`src/rtl/gpio_pkg.sv`:
```
package gpio_pkg;
  typedef struct packed {
    logic [1:0] deb_sel;    // [7:6] debounce length selector
    logic [1:0] edge_mode;  // [5:4] bit5 rising, bit4 falling
    logic       dout;       // [3]   desired output level
    logic       lvl_ro;     // [2]   readback slot, not stored as state
    logic       dir_in;     // [1]   1 = input
    logic       push_pull;  // [0]   1 = push-pull, 0 = open-drain
  } gpio_ctrl_t;

  localparam logic [7:0] CTRL_RST = 8'h02;
endpackage

```
`src/rtl/gpio_sync_deb.sv`:
```
module gpio_sync_deb #(
  parameter int STEP = 10
) (
  input  logic       clk,
  input  logic       rst,
  input  logic       ms_tick,
  input  logic       pin_raw,
  input  logic [1:0] deb_sel,
  output logic       level
);
  localparam int CW = $clog2(3 * STEP + 1);

  logic          s1, s2;
  logic [CW-1:0] cnt;
  logic [CW-1:0] target;

  assign target = CW'(STEP) * CW'(deb_sel);

  always_ff @(posedge clk) begin
    if (rst) begin
      s1    <= 1'b0;
      s2    <= 1'b0;
      level <= 1'b0;
      cnt   <= '0;
    end else begin
      s1 <= pin_raw;
      s2 <= s1;
      if (deb_sel == 2'b00) begin
        level <= s2;
        cnt   <= '0;
      end else if (s2 == level) begin
        cnt <= '0;
      end else if (ms_tick) begin
        if (cnt + CW'(1) >= target) begin
          level <= s2;
          cnt   <= '0;
        end else begin
          cnt <= cnt + CW'(1);
        end
      end
    end
  end
endmodule

```
`src/rtl/gpio_chan.sv`:
```
module gpio_chan
  import gpio_pkg::*;
#(
  parameter int STEP = 10
) (
  input  logic       clk,
  input  logic       rst,
  input  logic       ms_tick,
  input  logic       pin_raw,
  input  logic       cfg_we,
  input  logic [7:0] cfg_wdata,
  output logic [7:0] cfg_q,
  output logic       level,
  output logic       pad_oe,
  output logic       pad_out,
  output logic       edge_hit
);
  gpio_ctrl_t cfg;
  logic       level_prev;

  always_ff @(posedge clk) begin
    if (rst) cfg <= gpio_ctrl_t'(CTRL_RST);
    else if (cfg_we) cfg <= gpio_ctrl_t'(cfg_wdata);
  end

  assign cfg_q = cfg;

  gpio_sync_deb #(.STEP(STEP)) u_deb (
    .clk(clk), .rst(rst), .ms_tick(ms_tick), .pin_raw(pin_raw),
    .deb_sel(cfg.deb_sel), .level(level)
  );

  // previous level follows every cycle, so a mode change never sees a stale value
  always_ff @(posedge clk) begin
    if (rst) level_prev <= 1'b0;
    else     level_prev <= level;
  end

  assign edge_hit = cfg.dir_in &&
                    ((cfg.edge_mode[1] && level && !level_prev) ||
                     (cfg.edge_mode[0] && !level && level_prev));

  always_ff @(posedge clk) begin
    if (rst) begin
      pad_oe  <= 1'b0;
      pad_out <= 1'b0;
    end else begin
      pad_oe  <= !cfg.dir_in && (cfg.push_pull || !cfg.dout);
      pad_out <= !cfg.dir_in && cfg.push_pull && cfg.dout;
    end
  end
endmodule

```
`src/rtl/gpio_bank.sv`:
```
module gpio_bank #(
  parameter int NCH    = 4,
  parameter int STEP   = 10,
  parameter int ADDR_W = $clog2(NCH + 1)
) (
  input  logic              clk,
  input  logic              rst,
  input  logic              ms_tick,
  input  logic              bus_wr,
  input  logic              bus_rd,
  input  logic [ADDR_W-1:0] bus_addr,
  input  logic [7:0]        bus_wdata,
  output logic [7:0]        bus_rdata,
  input  logic [NCH-1:0]    pin_in,
  output logic [NCH-1:0]    pad_oe,
  output logic [NCH-1:0]    pad_out,
  output logic              irq
);
  localparam logic [ADDR_W-1:0] FLAG_ADDR = ADDR_W'(NCH);

  logic [NCH*8-1:0] ctrl_all;
  logic [NCH*8-1:0] ctrl_rd;
  logic [NCH-1:0]   lvl;
  logic [NCH-1:0]   hit;
  logic [NCH-1:0]   flags_q, flags_d, flag_clr;
  logic [7:0]       flag_byte;
  logic [7:0]       rd_val;

  for (genvar g = 0; g < NCH; g++) begin : g_ch
    logic [7:0] cq;
    gpio_chan #(.STEP(STEP)) u_ch (
      .clk(clk), .rst(rst), .ms_tick(ms_tick), .pin_raw(pin_in[g]),
      .cfg_we(bus_wr && bus_addr == ADDR_W'(g)), .cfg_wdata(bus_wdata),
      .cfg_q(cq), .level(lvl[g]), .pad_oe(pad_oe[g]), .pad_out(pad_out[g]),
      .edge_hit(hit[g])
    );
    assign ctrl_all[g*8 +: 8] = cq;
    assign ctrl_rd[g*8 +: 8]  = {cq[7:3], lvl[g], cq[1:0]};
  end

  assign flag_clr = (bus_rd && bus_addr == FLAG_ADDR) ? flags_q : '0;
  assign flags_d  = (flags_q & ~flag_clr) | hit;

  always_comb begin
    flag_byte = '0;
    flag_byte[NCH-1:0] = flags_q;
  end

  always_comb begin
    rd_val = '0;
    for (int i = 0; i < NCH; i++)
      if (bus_addr == ADDR_W'(i)) rd_val = ctrl_rd[i*8 +: 8];
    if (bus_addr == FLAG_ADDR) rd_val = flag_byte;
  end

  always_ff @(posedge clk) begin
    if (rst) begin
      flags_q   <= '0;
      irq       <= 1'b0;
      bus_rdata <= '0;
    end else begin
      flags_q <= flags_d;
      irq     <= |flags_d;
      if (bus_rd) bus_rdata <= rd_val;
    end
  end
endmodule

```
`config.mk`:
```
export PLATFORM = sky130hd
export DESIGN_NAME = gpio_bank
export DESIGN_NICKNAME = d
export VERILOG_FILES = /design/src/rtl/gpio_pkg.sv /design/src/rtl/gpio_sync_deb.sv /design/src/rtl/gpio_chan.sv /design/src/rtl/gpio_bank.sv
export SDC_FILE = /design/constraint.sdc
export NUM_CORES = 1
export LEC_CHECK = 0
export ABC_CLOCK_PERIOD_IN_PS = 2100
export CAP_MARGIN = 20
export CORE_UTILIZATION = 50
export DETAILED_ROUTE_END_ITERATION = 7
export PLACE_DENSITY = 0.79
export SYNTH_ARGS = -nofsm -noshare
export SYNTH_HDL_FRONTEND = slang
export SYNTH_SLANG_ARGS = --single-unit
```
`constraint.sdc`:
```
create_clock -name clk -period 2.1 [get_ports clk]
set_input_delay 0.42 -clock clk [delete_from_list [all_inputs] [get_ports clk]]
set_output_delay 0.42 -clock clk [all_outputs]
set_load 0.005 [all_outputs]
```
==> results of run 1 <==
## registers in the layout (all words and copies together) (netlist names)
| register | flops |
|---|---|
| g_ch.u_ch.cfg_q | 28 |
| g_ch.u_ch.u_deb.cnt | 20 |
| bus_rdata | 8 |
| flags_q | 4 |
| g_ch.u_ch.level_prev | 4 |
| g_ch.u_ch.pad_oe | 4 |
| g_ch.u_ch.pad_out | 4 |
| g_ch.u_ch.u_deb.level | 4 |
| g_ch.u_ch.u_deb.s1 | 4 |
| g_ch.u_ch.u_deb.s2 | 4 |
| irq | 1 |
## layout make-up
cell class              instances  area [µm²]
fillers                       589        2630
flip-flops and latches         85        1720
well taps                     102         128
clock inverters                 7         104
multi-input cells             313        2410
repair buffers                 80         683
clock buffers                   9         124
inverters                      23        86.3
## cell usage after synthesis (6+ instances only)
cell	n
a211oi_1	8
ha_1	20
xnor2_1	12
nand2_1	34
mux2i_1	18
nor2b_1	26
dfxtp_1	85
nand4b_1	6
mux2_2	10
a22o_1	9
inv_1	22
o21ai_0	9
buf_2	8
a21oi_1	21
nand3_1	13
nor2_1	44
nand2b_1	9
buf_4	9
nor3_1	8
## worst max-delay path: cells and delay by family, from the launching register on
kind | cells | cell delay [ps]
flops | 1 | 360
simple gates | 3 | 660
xor+xnor | 1 | 160
compound gates | 2 | 490
fa+ha+maj | 2 | 340
## routing by layer
layer / vias up / global-route usage
li1: 1706 / -
met5: - / 0
met2: 99 / 0.404
met4: 0 / 0.0936
met1: 1678 / 0.274
met3: 17 / 0.0561
## power breakdown
part | switching, mW | internal (mW) | leakage [nW]
Combinational | 0.137 | 0.140 | 1.20
Sequential | 0.0269 | 1.64 | 0.694
Clock | 0.655 | 0.689 | 0.115
Total | 0.818 | 2.47 | 2.01
## per-stage QoR
step                area (µm²)  power [mW]  hold WS, ps  setup WS (ps)
CTS                       5130        3.31          370          -16.3
global placement          4820        1.97          416          -57.1
global route              5260        3.40          383          -61.9
detailed placement        4820        1.98          429           -110
finish                    5260        3.29          385           37.3
floorplan                 4190        1.86          414           19.1
## timing repair
action,in CTS,in global routing
buffers inserted,2,5
hold endpoints to repair,0,0
setup endpoints to repair,12,16
resized for setup,17,19
pin swaps,6,12
## cell families (layout without fill, tap and decap cells)
kind of cell / count (synthesis) / in the layout / synth area share
flops: 85 / 85 / 0.407
fa+ha+maj: 20 / 20 / 0.0599
compound gates: 80 / 80 / 0.140
xor+xnor: 16 / 16 / 0.0335
simple gates: 164 / 164 / 0.210
buf+inv: 46 / 119 / 0.0518
mux: 33 / 33 / 0.0979
## path summary, 6_finish.rpt
path                                                             start                                     end  slack [ps]  cells after the start
worst max-delay path            g_ch[1].u_ch.u_deb.cnt[0]$_SDFFE_PP0P_  g_ch[1].u_ch.u_deb.cnt[2]$_SDFFE_PP0P_          40                      8
worst min register to register        g_ch[1].u_ch.u_deb.s1$_SDFF_PP0_        g_ch[1].u_ch.u_deb.s2$_SDFF_PP0_         450                      1
worst min-delay path                                               rst      g_ch[0].u_ch.cfg_q[6]$_SDFFE_PP0P_         380                      2
worst max register to register  g_ch[1].u_ch.u_deb.cnt[0]$_SDFFE_PP0P_  g_ch[1].u_ch.u_deb.cnt[2]$_SDFFE_PP0P_          40                      8
==> results.cfg, run 1 <==
[logic_synthesis]
synth_warnings = 0
synth_top_area_share = 0.407
synth_area_leaders = dfxtp_1 41%, ha_1 6.0%, mux2i_1 4.3%
synthCells = 444
synth_area_um2 = 4180
ys.flop_type = dfxtp_1
ys_ff_latch = 85
synth_largest_area_cell = dfxtp_1
postSynthNetCount = 484
synth_seq_area_share = 0.407
ys_async_sr_fraction = 0
avgSynthCellArea_um2 = 9.41
synth_cell_types = 55
synth_edf_count = 0

[clock_network]
cts.sinks = 85
root_buffer = clkbuf_8
h-tree-depth = 3
clockBufferDepth = 2
postCtsHoldBufs = 0
clkLatencyLatePin_ps = 370
clk_pin_slew_worst_paths_ps = 90
cts_tree = done
cts_buffers = 9

[final_layout]
fin_cells = 619
diodes = 0
nNetsFinal = 552
drive_gt1_frac = 0.232
final_common_cell = dfxtp_1
final_core_util = 0.667
area_growth_pct = 25.8
final_cell_mix = 77 x dfxtp_1, 45 x buf_4, 44 x nor2_1

[critical_path]
max_stage_delay_ps = 440
path_class = reg -> reg
worstPathCellList = ha_4, nand3_4, xnor2_2, ha_2, nand2b_1, or4_4, a211oi_4, a32o_2
cp.arrival_ps = 2380
crit_fanout = 5
cp-start-kind = register
crit_path_end_kind = register
critPathSlowestCell = or4_4
cp.required_ps = 2410

[placement]
post-place-cells = 596
gp_congestion = 0.848
io_buffers = 35
place_hpwl_mm = 6.90

[routing]
wirelength_met1_mm = 4.13
highest_layer = met4
vias = 3500
wl_met2_mm = 4.95
postRouteAntennaNets = 0
drtIter0Drc = 141
viasPerCell = 5.65
drt_wl_total_mm = 9.73
drcViolationCount = 0
route.met3.wl_um = 486
wl_per_cell_um = 15.7
first_pass_iters = 4

[timing]
slew_viol_final = 0
skew_ps = 11.6
setup-violations-final = 0
period_needed_ps = 2060
fmax_mhz = 485
fin_setup_tns_ps = 0
rsz0062_at_grt = yes
worstMarginPinSlew_ps = 594
finalHoldViolCount = 0
finalCritPeriodShare = 0.982
max_slew_margin = 0.601

[power_and_ir_drop]
leakagePower_nw = 2.01
ir_drop_mv = 0.345
powerDensity_nw_per_um2 = 625

[floorplan]
start_util = 0.530
fp.dieH_um = 93.4
dieWidth_um = 93.4
core_um2 = 7890
ios = 37
rows = 32
die_area_um2 = 8730

[worst_hold_path]
hp-class = in -> reg

[global_route]
grt_max_degree = 56
grt_use_total = 0.233
grt_pass1_vias = 3400
grt_overflow = 0
grt_pass1_wl_mm = 15.9
antenna_found_initial = 0

[outcome]
status = complete, no violations

[flow_run]
cap_viol_max_count = 0
Power figures use the tool's default switching activity.
==> inputs of run 2 (changes only) <==
--- a/config.mk
+++ b/config.mk
@@ -6,5 +6,5 @@
 export NUM_CORES = 1
 export LEC_CHECK = 0
-export ABC_CLOCK_PERIOD_IN_PS = 2100
+export ABC_CLOCK_PERIOD_IN_PS = 1800
 export CAP_MARGIN = 20
 export CORE_UTILIZATION = 50
==> constraint.sdc (replaced) <==
create_clock -name clk -period 1.8 [get_ports clk]
set_input_delay 0.36 -clock clk [delete_from_list [all_inputs] [get_ports clk]]
set_output_delay 0.36 -clock clk [all_outputs]
set_load 0.02 [all_outputs]
==> results.cfg, run 2 (synthesis results as in run 1) <==
[outcome]
status = finished, violations left
violations = setup timing

[critical_path]
path_class = reg -> reg
cp-start-kind = register
crit_path_end_kind = register
cp.arrival_ps = 2390
crit_fanout = 5
cp.required_ps = 2110

[power_and_ir_drop]
switching_share = 0.261
leakagePower_nw = 2.23
cellInternalPower_mw = 2.77
combPwrFrac = 0.102
clockPowerShare = 0.378
ir_drop_mv = 0.466
pwr-share-seq = 0.520
powerDensity_nw_per_um2 = 652
power.net_switching_mw = 0.974

[timing]
finalHoldViolCount = 0
skew_ps = 13.1
fmax_mhz = 481
finalCritPeriodShare = 1.16
worstMarginPinSlew_ps = 390
max_slew_margin = 0.738
setup-violations-final = 23
final.setup.worst_slack_ps = -279
period_needed_ps = 2080
slew_viol_final = 0
rsz0062_at_grt = yes

[floorplan]
rows = 32
dieWidth_um = 93.4
die_area_um2 = 8730
ios = 37
core_um2 = 7890
fp.dieH_um = 93.4
start_util = 0.530

[final_layout]
nNetsFinal = 590
area_growth_pct = 37.3
final_common_cell = buf_4
fill_cells = 556
final_cell_mix = 77 x buf_4, 75 x dfxtp_1, 43 x nor2_1
final_core_util = 0.727
drive_gt1_frac = 0.317
final-seq-area_um2 = 1720
diodes = 0
multiInputGateArea_um2 = 2610
largest_reg_flops = 28

[worst_hold_path]
hp-class = in -> reg

[routing]
wl_per_cell_um = 15.8
drtIter0Drc = 207
first_pass_iters = 4
vias = 3630
viasPerCell = 5.53
postRouteAntennaNets = 0
drt_wl_total_mm = 10.4
drcViolationCount = 0

[clock_network]
h-tree-depth = 3
root_buffer = clkbuf_8
cts_tree = done
clkLatencyLatePin_ps = 370
clk_pin_slew_worst_paths_ps = 90
clockBufferDepth = 2
cts.sinks = 85
postCtsHoldBufs = 0
cts_buffers = 9

[placement]
place_hpwl_mm = 7.21
pre_cts_ws_ps = -305
io_buffers = 35
gp_congestion = 0.900

[flow_run]
cap_viol_max_count = 0

[global_route]
grt_use_total = 0.250
antenna_found_initial = 0
grt_max_degree = 41
grt_pass1_wl_mm = 17.0
grt_overflow = 0
grt_pass1_vias = 3675
==> run 2: cell types whose count changed in the layout (fill, tap and decap cells not counted), moves of 4 or more <==
cell / previous run / this run
buf_4: 45 / 77
mux2_4: 1 / 5
ha_4: 3 / 7
mux2_2: 9 / 5
dfxtp_2: 5 / 9
buf_6: 0 / 6
==> run 2: metal layers <==
layer / up-vias / track usage / wire [µm]
met4: 0 / 0.109 / 212
met1: 1750 / 0.293 / 4610
met5: - / 0 / 0
met2: 77 / 0.447 / 5200
met3: 20 / 0.0398 / 352
li1: 1783 / - / -
==> run 2: per-stage QoR <==
step | setup TNS [ps] | cells | instance area [µm²] | power [mW] | hold WS [ps]
after detailed placement | -9890 | 626 | 5140 | 2.34 | 424
after CTS | -3880 | 653 | 5590 | 3.73 | 421
after global routing | -5760 | 657 | 5740 | 3.87 | 447
final | -3810 | 657 | 5740 | 3.74 | 434
after floorplan | -2000 | 444 | 4290 | 2.18 | 414
after global placement | -7480 | 626 | 5140 | 2.32 | 419
==> run 2: repair_timing <==
action                                  CTS  global route
pin swaps                                33            14
buffers inserted                         11             4
resized for setup                        28            22
endpoints found under the setup margin   23            23
==> run 2: worst paths after layout <==
| path | start | endpoint | slack, ps | depth (start not counted) |
|---|---|---|---|---|
| max | g_ch[1].u_ch.u_deb.cnt[1]$_SDFFE_PP0P_ | g_ch[1].u_ch.u_deb.cnt[2]$_SDFFE_PP0P_ | -280 | 8 |
| min | rst | g_ch[1].u_ch.u_deb.s2$_SDFF_PP0_ | 430 | 3 |
| max reg2reg | g_ch[1].u_ch.u_deb.cnt[1]$_SDFFE_PP0P_ | g_ch[1].u_ch.u_deb.cnt[2]$_SDFFE_PP0P_ | -280 | 8 |
| min reg2reg | g_ch[1].u_ch.u_deb.s1$_SDFF_PP0_ | g_ch[1].u_ch.u_deb.s2$_SDFF_PP0_ | 440 | 1 |
==> run 2: cell type report <==
class / count / share of cell area
Timing Repair Buffer: 118 / 0.173
Clock buffer: 9 / 0.0216
Sequential cell: 85 / 0.299
Inverter: 23 / 0.0150
Clock inverter: 7 / 0.0142
Tap cell: 102 / 0.0222
Multi-Input combinational cell: 313 / 0.455
==> run 2: power by group through the flow <==
| stage | registers, mW | clock network (mW) | logic, mW |
|---|---|---|---|
| after global placement | 1.99 | 0 | 0.338 |
| final | 1.94 | 1.41 | 0.382 |
| after CTS | 1.94 | 1.42 | 0.364 |
| after detailed placement | 1.99 | 0 | 0.348 |
| after global routing | 1.95 | 1.51 | 0.412 |
| after floorplan | 1.99 | 0 | 0.193 |
==> run 2: critical path, stage by stage, from the launching register on <==
cell	delay, ps
dfxtp_2	370
ha_4	160
nand3_4	80
xnor2_2	150
ha_2	180
nand2b_1	140
or4_4	440
a211oi_4	290
a32o_2	220
